### src/rtl/perf_mon.sv
module perf_mon #(
  parameter int          N_EVT    = 4,
  parameter logic [63:0] EVT_IMPL = 64'h0000_0300_1F3F_00FF
) (
  input  logic        clk,
  input  logic        rst_n,
  input  logic        bus_wr,
  input  logic [3:0]  bus_addr,
  input  logic [31:0] bus_wdata,
  output logic [31:0] bus_rdata,
  input  logic [63:0] evt_in
);
  localparam int          NA      = (N_EVT > 0) ? N_EVT : 1;
  localparam logic [31:0] VALID   = {1'b1, 31'((64'd1 << N_EVT) - 64'd1)};
  localparam logic [3:0]  A_CTRL  = 4'd0, A_SET = 4'd1, A_CLR = 4'd2, A_SEL = 4'd3,
                          A_WCNT  = 4'd4, A_WTYP = 4'd5, A_CLO = 4'd6, A_CHI = 4'd7,
                          A_IDLO  = 4'd8, A_IDHI = 4'd9;

  logic        run, div64;
  logic [5:0]  pre;
  logic [63:0] cyc;
  logic [31:0] en_mask;
  logic [4:0]  sel;
  logic [31:0] ecnt  [NA];
  logic [5:0]  etype [NA];
  logic [31:0] win_cnt;
  logic [5:0]  win_typ;

  wire wr_ctrl = bus_wr && bus_addr == A_CTRL;
  wire clr_evt = wr_ctrl && bus_wdata[1];
  wire clr_cyc = wr_ctrl && bus_wdata[2];
  wire sel_cyc = sel == 5'd31;
  wire sel_evt = 32'(sel) < N_EVT;
  wire wr_wcnt = bus_wr && bus_addr == A_WCNT;
  wire wr_wtyp = bus_wr && bus_addr == A_WTYP;
  wire cyc_on  = run && en_mask[31];
  wire cyc_inc = cyc_on && (!div64 || pre == 6'd63);

  always_ff @(posedge clk or negedge rst_n)
    if (!rst_n) begin
      run <= 1'b0; div64 <= 1'b0; sel <= '0; en_mask <= '0;
    end else if (bus_wr) begin
      case (bus_addr)
        A_CTRL: begin run <= bus_wdata[0]; div64 <= bus_wdata[3]; end
        A_SET:  en_mask <= en_mask | (bus_wdata & VALID);
        A_CLR:  en_mask <= en_mask & ~(bus_wdata & VALID);
        A_SEL:  sel <= bus_wdata[4:0];
        default: ;
      endcase
    end

  always_ff @(posedge clk or negedge rst_n)
    if (!rst_n) begin
      cyc <= '0; pre <= '0;
    end else if (clr_cyc) begin
      cyc <= '0; pre <= '0;
    end else begin
      if (cyc_on) pre <= pre + 6'd1;
      if ((bus_wr && bus_addr == A_CLO) || (wr_wcnt && sel_cyc)) cyc[31:0] <= bus_wdata;
      else if (bus_wr && bus_addr == A_CHI) cyc[63:32] <= bus_wdata;
      else if (cyc_inc) cyc <= cyc + 64'd1;
    end

  for (genvar i = 0; i < NA; i++) begin : g_evt
    wire hit  = run && en_mask[i] && evt_in[etype[i]];
    wire mine = sel_evt && sel == 5'(i);
    always_ff @(posedge clk or negedge rst_n)
      if (!rst_n) begin
        ecnt[i] <= '0; etype[i] <= '0;
      end else begin
        if (clr_evt)              ecnt[i] <= '0;
        else if (wr_wcnt && mine) ecnt[i] <= bus_wdata;
        else if (hit)             ecnt[i] <= ecnt[i] + 32'd1;
        if (wr_wtyp && mine)      etype[i] <= bus_wdata[5:0];
      end
  end

  always_comb begin
    win_cnt = sel_cyc ? cyc[31:0] : '0;
    win_typ = '0;
    for (int i = 0; i < NA; i++)
      if (sel_evt && sel == 5'(i)) begin
        win_cnt = ecnt[i];
        win_typ = etype[i];
      end
  end

  always_comb
    case (bus_addr)
      A_CTRL:       bus_rdata = {16'b0, 5'(N_EVT), 7'b0, div64, 2'b0, run};
      A_SET, A_CLR: bus_rdata = en_mask;
      A_SEL:        bus_rdata = {27'b0, sel};
      A_WCNT:       bus_rdata = win_cnt;
      A_WTYP:       bus_rdata = {26'b0, win_typ};
      A_CLO:        bus_rdata = cyc[31:0];
      A_CHI:        bus_rdata = cyc[63:32];
      A_IDLO:       bus_rdata = EVT_IMPL[31:0];
      A_IDHI:       bus_rdata = EVT_IMPL[63:32];
      default:      bus_rdata = '0;
    endcase
endmodule

### config.mk
export PLATFORM = sky130hd
export DESIGN_NAME = perf_mon
export DESIGN_NICKNAME = d
export VERILOG_FILES = /design/src/rtl/perf_mon.sv
export SDC_FILE = /design/constraint.sdc
export NUM_CORES = 1
export LEC_CHECK = 0
export CAP_MARGIN = 20
export CORE_MARGIN = 5
export CORE_UTILIZATION = 54
export CTS_CLUSTER_SIZE = 14
export DETAILED_ROUTE_END_ITERATION = 12
export PLACE_DENSITY_LB_ADDON = 0.05
export SLEW_MARGIN = 20
export SYNTH_ARGS = -nofsm -noshare
export SYNTH_HDL_FRONTEND = slang
export SYNTH_SLANG_ARGS = --single-unit
### constraint.sdc
create_clock -name clk -period 3.4 [get_ports clk]
set_input_delay 0.34 -clock clk [delete_from_list [all_inputs] [get_ports clk]]
set_output_delay 0.34 -clock clk [all_outputs]
set_load 0.02 [all_outputs]
==> results of run 1 <==
==> per-layer routing <==
| layer | vias to the layer above | GRT usage, % |
|---|---|---|
| li1 | 7895 | - |
| met1 | 8739 | 50.5 |
| met2 | 1018 | 57.9 |
| met3 | 211 | 6.19 |
| met4 | 4 | 16.3 |
| met5 | - | 0 |
==> per-stage QoR <==
step	util (%)	cell area [µm²]	hold slack, ns	worst slack, ns
after global placement	61.0	19800	0.411	0.200
after CTS	64.0	20800	0.399	-0.0743
final	64.1	20800	0.379	0.0229
after detailed placement	61.0	19800	0.404	0.229
after floorplan	-	17700	0.0444	0.807
after global routing	64.1	20800	0.444	0.0100
==> layout by cell type (no fill, tap or decap), types with 30 or more instances in the layout <==
cell type,n
nor2_1,119
a21oi_1,221
mux4_2,40
buf_4,97
mux2i_1,110
nand4_1,41
mux2_2,36
dfrtp_1,231
clkdlybuf4s50_1,105
nand3_1,88
clkbuf_16,30
xnor2_1,98
and3_1,44
xor2_1,51
a22oi_1,47
nor3_1,45
nand2_1,184
o21ai_0,243
==> power breakdown <==
group | switching (mW) | leakage [nW] | internal (mW)
Clock | 1.32 | 0.452 | 1.82
Sequential | 0.807 | 3.11 | 3.24
Combinational | 1.50 | 4.50 | 1.26
==> worst max-delay path by stage <==
stage                         end  cells after the start
floorplan            bus_rdata[1]                      8
global placement    bus_rdata[11]                      8
detailed placement  bus_rdata[11]                      8
CTS                 bus_rdata[30]                      9
global route        bus_rdata[21]                     12
finish              bus_rdata[12]                     10
==> logic make-up after synthesis <==
kind of cell | after synthesis
flops | 234
mux | 192
buf+inv | 186
simple gates | 648
xor+xnor | 149
compound gates | 651
fa+ha+maj | 6
==> registers in the layout, indices dropped and copies added (netlist names), named ones only <==
name / flops
cyc: 64
div64: 1
ecnt: 128
etype: 24
pre: 6
run: 1
sel: 5
==> cell usage after synthesis, types with 41 or more instances <==
cell	n
and3_1	44
xnor2_1	98
nand2_1	186
nand3_1	89
mux2i_1	110
clkbuf_1	115
a21oi_1	221
a22oi_1	47
nand4_1	41
nor2_1	119
o21ai_0	247
nor3_1	45
xor2_1	51
dfrtp_1	234
==> final cells by class <==
class | instances | area share [%]
Multi-Input combinational cell | 1646 | 53.4
Sequential cell | 234 | 28.2
Timing Repair Buffer | 241 | 10.9
Clock buffer | 42 | 3.96
Tap cell | 442 | 2.66
Clock inverter | 8 | 0.499
Inverter | 22 | 0.397
==> what timing repair did <==
action,CTS,global route
hold buffers,1,0
gates cloned,0,1
endpoints found under the hold margin,85,0
gates resized for setup,31,13
endpoints found under the setup margin,21,13
buffers inserted,2,0
==> flow_metrics.env, run 1 <==
export IMPL_antenna_found_initial=2
export IMPL_ys_seq_area_share_pct=33.1
export IMPL_crit_required_ns=3.06
export IMPL_wl_met1_mm=27.8
export IMPL_start_util_pct=54.6
export IMPL_nFillCells=2828
export IMPL_hpwl_mm=49.8
export IMPL_syn2layout_area_growth_pct=17.5
export IMPL_drcViolationCount=0
export IMPL_synth_top_family_by_area="compound AO/OA/AOI/OAI gates"
export IMPL_synth_xor_area_share_pct=7.37
export IMPL_synth_top_area_share_pct=33.1
export IMPL_hold_class="in2async"
export IMPL_netlist_area_mm2=0.0177
export IMPL_wl_mm=69.0
export IMPL_die_y_um=191
export IMPL_p_leak_nw=8.06
export IMPL_clock_latency_ns=0.58
export IMPL_wl_met3_mm=6.30
export IMPL_ys_warn_count=0
export IMPL_synth_compound_gate_area_share_pct=21.3
export IMPL_synth_main_ff_cell="dfrtp_1"
export IMPL_async_flop_share_pct=100
export IMPL_grt_max_degree=90
export IMPL_h_tree_depth=1
export IMPL_postSynthAreaPerCell_um2=8.57
export IMPL_regToRegEndpoint="ecnt[9]"
export IMPL_syn_num_nets=2175
export IMPL_path_clk_slew_ns=0.06
export IMPL_vias=17900
export IMPL_worstSetupPathType="reg2out"
export IMPL_synth_enable_flop_cells=0
export IMPL_setup_violations=0
export IMPL_synthDistinctLibCells=82
export IMPL_wl_met2_mm=31.2
export IMPL_cts_tree="yes"
export IMPL_instances_no_fill=2635
export IMPL_yosys_area_share_adder_pct=0.424
export IMPL_tightest_slew_ns=0.961
export IMPL_finClkSkew_ns=0.0191
export IMPL_dieArea_mm2=0.0365
export IMPL_slew_limit_headroom_pct=35.7
export IMPL_path_buf_inv=3
export IMPL_crit_path_start_kind="flip-flop"
export IMPL_worstRegToRegCells=9
export IMPL_multi_input_area_mm2=0.0111
export IMPL_fin_nets=2283
export IMPL_synth_seq_cells=234
export IMPL_firstDrtPassIters=6
export IMPL_numPortBuffers=134
export IMPL_end_kind="output pin"
export IMPL_grt_use_total_pct=36.9
export IMPL_critPathMaxFanout=6
export IMPL_r2r_start="etype[2]"
export IMPL_ir_drop_mv=0.422
export IMPL_r2r_slack_ns=0.34
export IMPL_path_cells="nor3_1, buf_4, nand2b_1, buf_4, nor2_1, nor2_1, o221ai_1, a21oi_1, a221o_1, dlygate4sd2_1"
export IMPL_critical_path_arrival_ns=3.04
export IMPL_cp_top_family="compound AO/OA/AOI/OAI gates"
export IMPL_synthSimpleGateAreaFrac_pct=18.6
export IMPL_min_period_over_period_pct=99.3
export IMPL_numCtsBuffers=29
export IMPL_totalPowerFinal_mw=9.96
export IMPL_seq_area_mm2=0.00586
export IMPL_gp_congestion=0.994
export IMPL_drive_gt1_share_pct=12.4
export IMPL_power_density_mw_per_mm2=478
export IMPL_status="finished clean"
export IMPL_top_layer_used="met5"
export IMPL_hold_violations=0
export IMPL_fmax_mhz=296
export IMPL_drt_iter0_markers=2102
export IMPL_routed_via_density=6.78
export IMPL_antenna_left=0
export IMPL_muxShareOfSynthArea_pct=14.5
export IMPL_synthCells=2066
export IMPL_cp_slowest_stage_delay_ns=0.42
export IMPL_setup_tns_ns=0
export IMPL_startpoint="sel[2]"
export IMPL_fp_row_count=66
export IMPL_period_needed_ns=3.38
export IMPL_cts_root_buf="clkbuf_16"
export IMPL_synth_area_top_cells="dfrtp_1 (33%), o21ai_0 (7.0%), a21oi_1 (6.2%)"
export IMPL_rsz0062_at_grt="no"
export IMPL_drv_slew=0
export IMPL_coreArea_mm2=0.0325
export IMPL_cap_violations=0
export IMPL_io_pins=135
export IMPL_wl_per_cell_um=26.2
export IMPL_clock_sinks=234
export IMPL_globalRouteOverflowTotal=0
export IMPL_grt_pass1_vias=17200
export IMPL_diodes=0
export IMPL_synth_area_leader_cell="dfrtp_1"
export IMPL_die_x_um=191
export IMPL_worst_path_max_delay_cell="dfrtp_1"
export IMPL_grt_pass1_wl_mm=104
export IMPL_ctsLongestPathBuffers=3
export IMPL_dp_cells=2581
(Power assumes the default switching activity.)
==> run 2: changes to the inputs <==
--- a/config.mk
+++ b/config.mk
@@ -8,6 +8,7 @@
 export CAP_MARGIN = 20
 export CORE_MARGIN = 5
 export CORE_UTILIZATION = 54
+export CTS_BUF_LIST = sky130_fd_sc_hd__clkbuf_8
 export CTS_CLUSTER_SIZE = 14
 export DETAILED_ROUTE_END_ITERATION = 12
 export PLACE_DENSITY_LB_ADDON = 0.05
==> flow_metrics.env, run 2 (synthesized netlist as in run 1, its figures left out) <==
export IMPL_instances_no_fill=2663
export IMPL_r2r_slack_ns=0.33
export IMPL_cp_top_family="buffers and inverters"
export IMPL_clock_latency_ns=0.62
export IMPL_routed_via_density=6.74
export IMPL_end_kind="output pin"
export IMPL_tightest_slew_ns=0.920
export IMPL_cap_violations=0
export IMPL_wl_mm=68.9
export IMPL_worst_path_max_delay_cell="clkdlybuf4s50_1"
export IMPL_critPathMaxFanout=17
export IMPL_fmax_mhz=294
export IMPL_start_util_pct=54.6
export IMPL_largest_register_ff_count=128
export IMPL_comb_power_share_pct=28.9
export IMPL_vias=18000
export IMPL_startpoint="sel[3]"
export IMPL_grt_pass1_vias=17300
export IMPL_slew_limit_headroom_pct=38.4
export IMPL_fp_row_count=66
export IMPL_drv_slew=0
export IMPL_path_clk_slew_ns=0.06
export IMPL_numPortBuffers=134
export IMPL_p_sw_share_pct=37.7
export IMPL_p_leak_nw=8.03
export IMPL_p_clk_share_pct=29.2
export IMPL_finClkSkew_ns=0.0303
export IMPL_ir_drop_mv=0.351
export IMPL_power_density_mw_per_mm2=465
export IMPL_cts_tree="yes"
export IMPL_final_common_cell="o21ai_0"
export IMPL_grt_pass1_wl_mm=105
export IMPL_timing_critical_path_mode_cell="buf_4"
export IMPL_hold_class="in2async"
export IMPL_hold_violations=0
export IMPL_gp_congestion=0.994
export IMPL_path_buf_inv=3
export IMPL_drt_iter0_markers=2149
export IMPL_cp_endpoint="bus_rdata[23]"
export IMPL_period_needed_ns=3.40
export IMPL_critical_path_arrival_ns=3.06
export IMPL_worstSetupPathType="reg2out"
export IMPL_crit_path_start_kind="flip-flop"
export IMPL_antenna_left=0
export IMPL_numCtsBuffers=45
export IMPL_grt_max_degree=90
export IMPL_regMostFlops="ecnt"
export IMPL_biggestRegsByFlops="ecnt: 128 flops, cyc: 64 flops, etype: 24 flops"
export IMPL_setup_violations=0
export IMPL_wl_per_cell_um=25.9
export IMPL_antenna_found_initial=2
export IMPL_r2r_start="etype[2]"
export IMPL_clock_sinks=234
export IMPL_globalRouteOverflowTotal=0
export IMPL_die_y_um=191
export IMPL_min_period_over_period_pct=99.9
export IMPL_worstRegToRegCells=10
export IMPL_status="finished clean"
export IMPL_coreArea_mm2=0.0325
export IMPL_post_route_util_pct=64.0
export IMPL_drive_gt1_share_pct=13.4
export IMPL_fin_nets=2301
export IMPL_setup_tns_ns=0
export IMPL_path_cells="nor3_1, buf_4, nand2b_1, buf_4, o22a_1, o21ai_0, clkdlybuf4s50_1"
export IMPL_totalPowerFinal_mw=9.65
export IMPL_hpwl_mm=49.8
export IMPL_io_pins=135
export IMPL_h_tree_depth=2
export IMPL_final_cell_mix="o21ai_0 (244), dfrtp_1 (231), a21oi_1 (220), nand2_1 (184), nor2_1 (119)"
export IMPL_regToRegEndpoint="ecnt[17]"
export IMPL_power_frac_seq_pct=41.9
export IMPL_path_depth=7
export IMPL_grt_use_total_pct=37.3
export IMPL_rsz0062_at_grt="no"
export IMPL_syn2layout_area_growth_pct=17.2
export IMPL_die_x_um=191
export IMPL_p_sw_mw=3.63
export IMPL_ctsLongestPathBuffers=3
export IMPL_cts_root_buf="clkbuf_8"
export IMPL_dp_cells=2581
export IMPL_p_int_mw=6.02
export IMPL_dieArea_mm2=0.0365
export IMPL_crit_required_ns=3.06
export IMPL_cp_slowest_stage_delay_ns=0.65
export IMPL_firstDrtPassIters=5
export IMPL_drcViolationCount=0
==> run 2: cell count changes in the layout (fill, tap and decap cells not counted), sizes merged, moves of 2 or more <==
cell	previous run	this run
dlygate4sd2	19	22
dlymetal6s2s	8	2
clkbuf	43	56
inv	24	37
clkdlybuf4s15	1	3
buf	106	108
==> run 2: worst min path at each step <==
stage / startpoint / end / slack, ns / cells after the start
floorplan: rst_n / asynchronous set/reset pin / 0.04 / 0
global placement: rst_n / ecnt[116] / 0.41 / 1
detailed placement: rst_n / ecnt[116] / 0.40 / 1
CTS: rst_n / ecnt[120] / 0.36 / 2
global route: rst_n / ecnt[116] / 0.40 / 2
finish: rst_n / ecnt[116] / 0.34 / 2
==> run 2: area by class of cell <==
cell class,instances,area [µm²]
fillers,2828,11700
multi-input cells,1646,11100
flip-flops and latches,234,5860
repair buffers,243,2270
clock buffers,54,743
well taps,442,553
clock inverters,21,116
inverters,22,82.6
diodes,1,2.50
==> run 2: stage by stage <==
step | worst slack [ns] | hold slack [ns] | cell area (µm²)
finish | 0.00172 | 0.342 | 20800
detailed placement | 0.229 | 0.404 | 19800
global placement | 0.200 | 0.411 | 19800
floorplan | 0.807 | 0.0444 | 17700
CTS | 0.0247 | 0.358 | 20700
global route | 0.00716 | 0.398 | 20800
==> run 2: timing repair <==
item                                   CTS  global route
hold buffers                             1             0
endpoints found under the hold margin   85             0
pin swaps                                0             1
gates resized for setup                 41            12
setup endpoints to repair               31            12
gates cloned                             1             0
buffers inserted                         3             1
==> run 2: layer usage <==
layer | track usage [%] | part of all wire (%) | wire length [µm] | up-vias
met3 | 6.37 | 8.8 | 6100 | 227
met2 | 58.3 | 45 | 31300 | 1053
met1 | 50.9 | 40 | 27800 | 8753
met5 | 0 | 0.0073 | 5 | -
li1 | - | - | - | 7918
met4 | 17.2 | 5.4 | 3730 | 2
==> run 2: power by group through the flow <==
| stage | Sequential, mW | Combinational [mW] | Clock [mW] |
|---|---|---|---|
| 3_5_place_dp | 4.06 | 2.67 | 0 |
| 3_3_place_gp | 4.04 | 2.62 | 0 |
| 4_1_cts | 4.02 | 2.73 | 2.84 |
| 6_report | 4.04 | 2.79 | 2.82 |
| 5_1_grt | 4.10 | 2.96 | 2.96 |
| 2_1_floorplan | 3.71 | 1.85 | 0 |
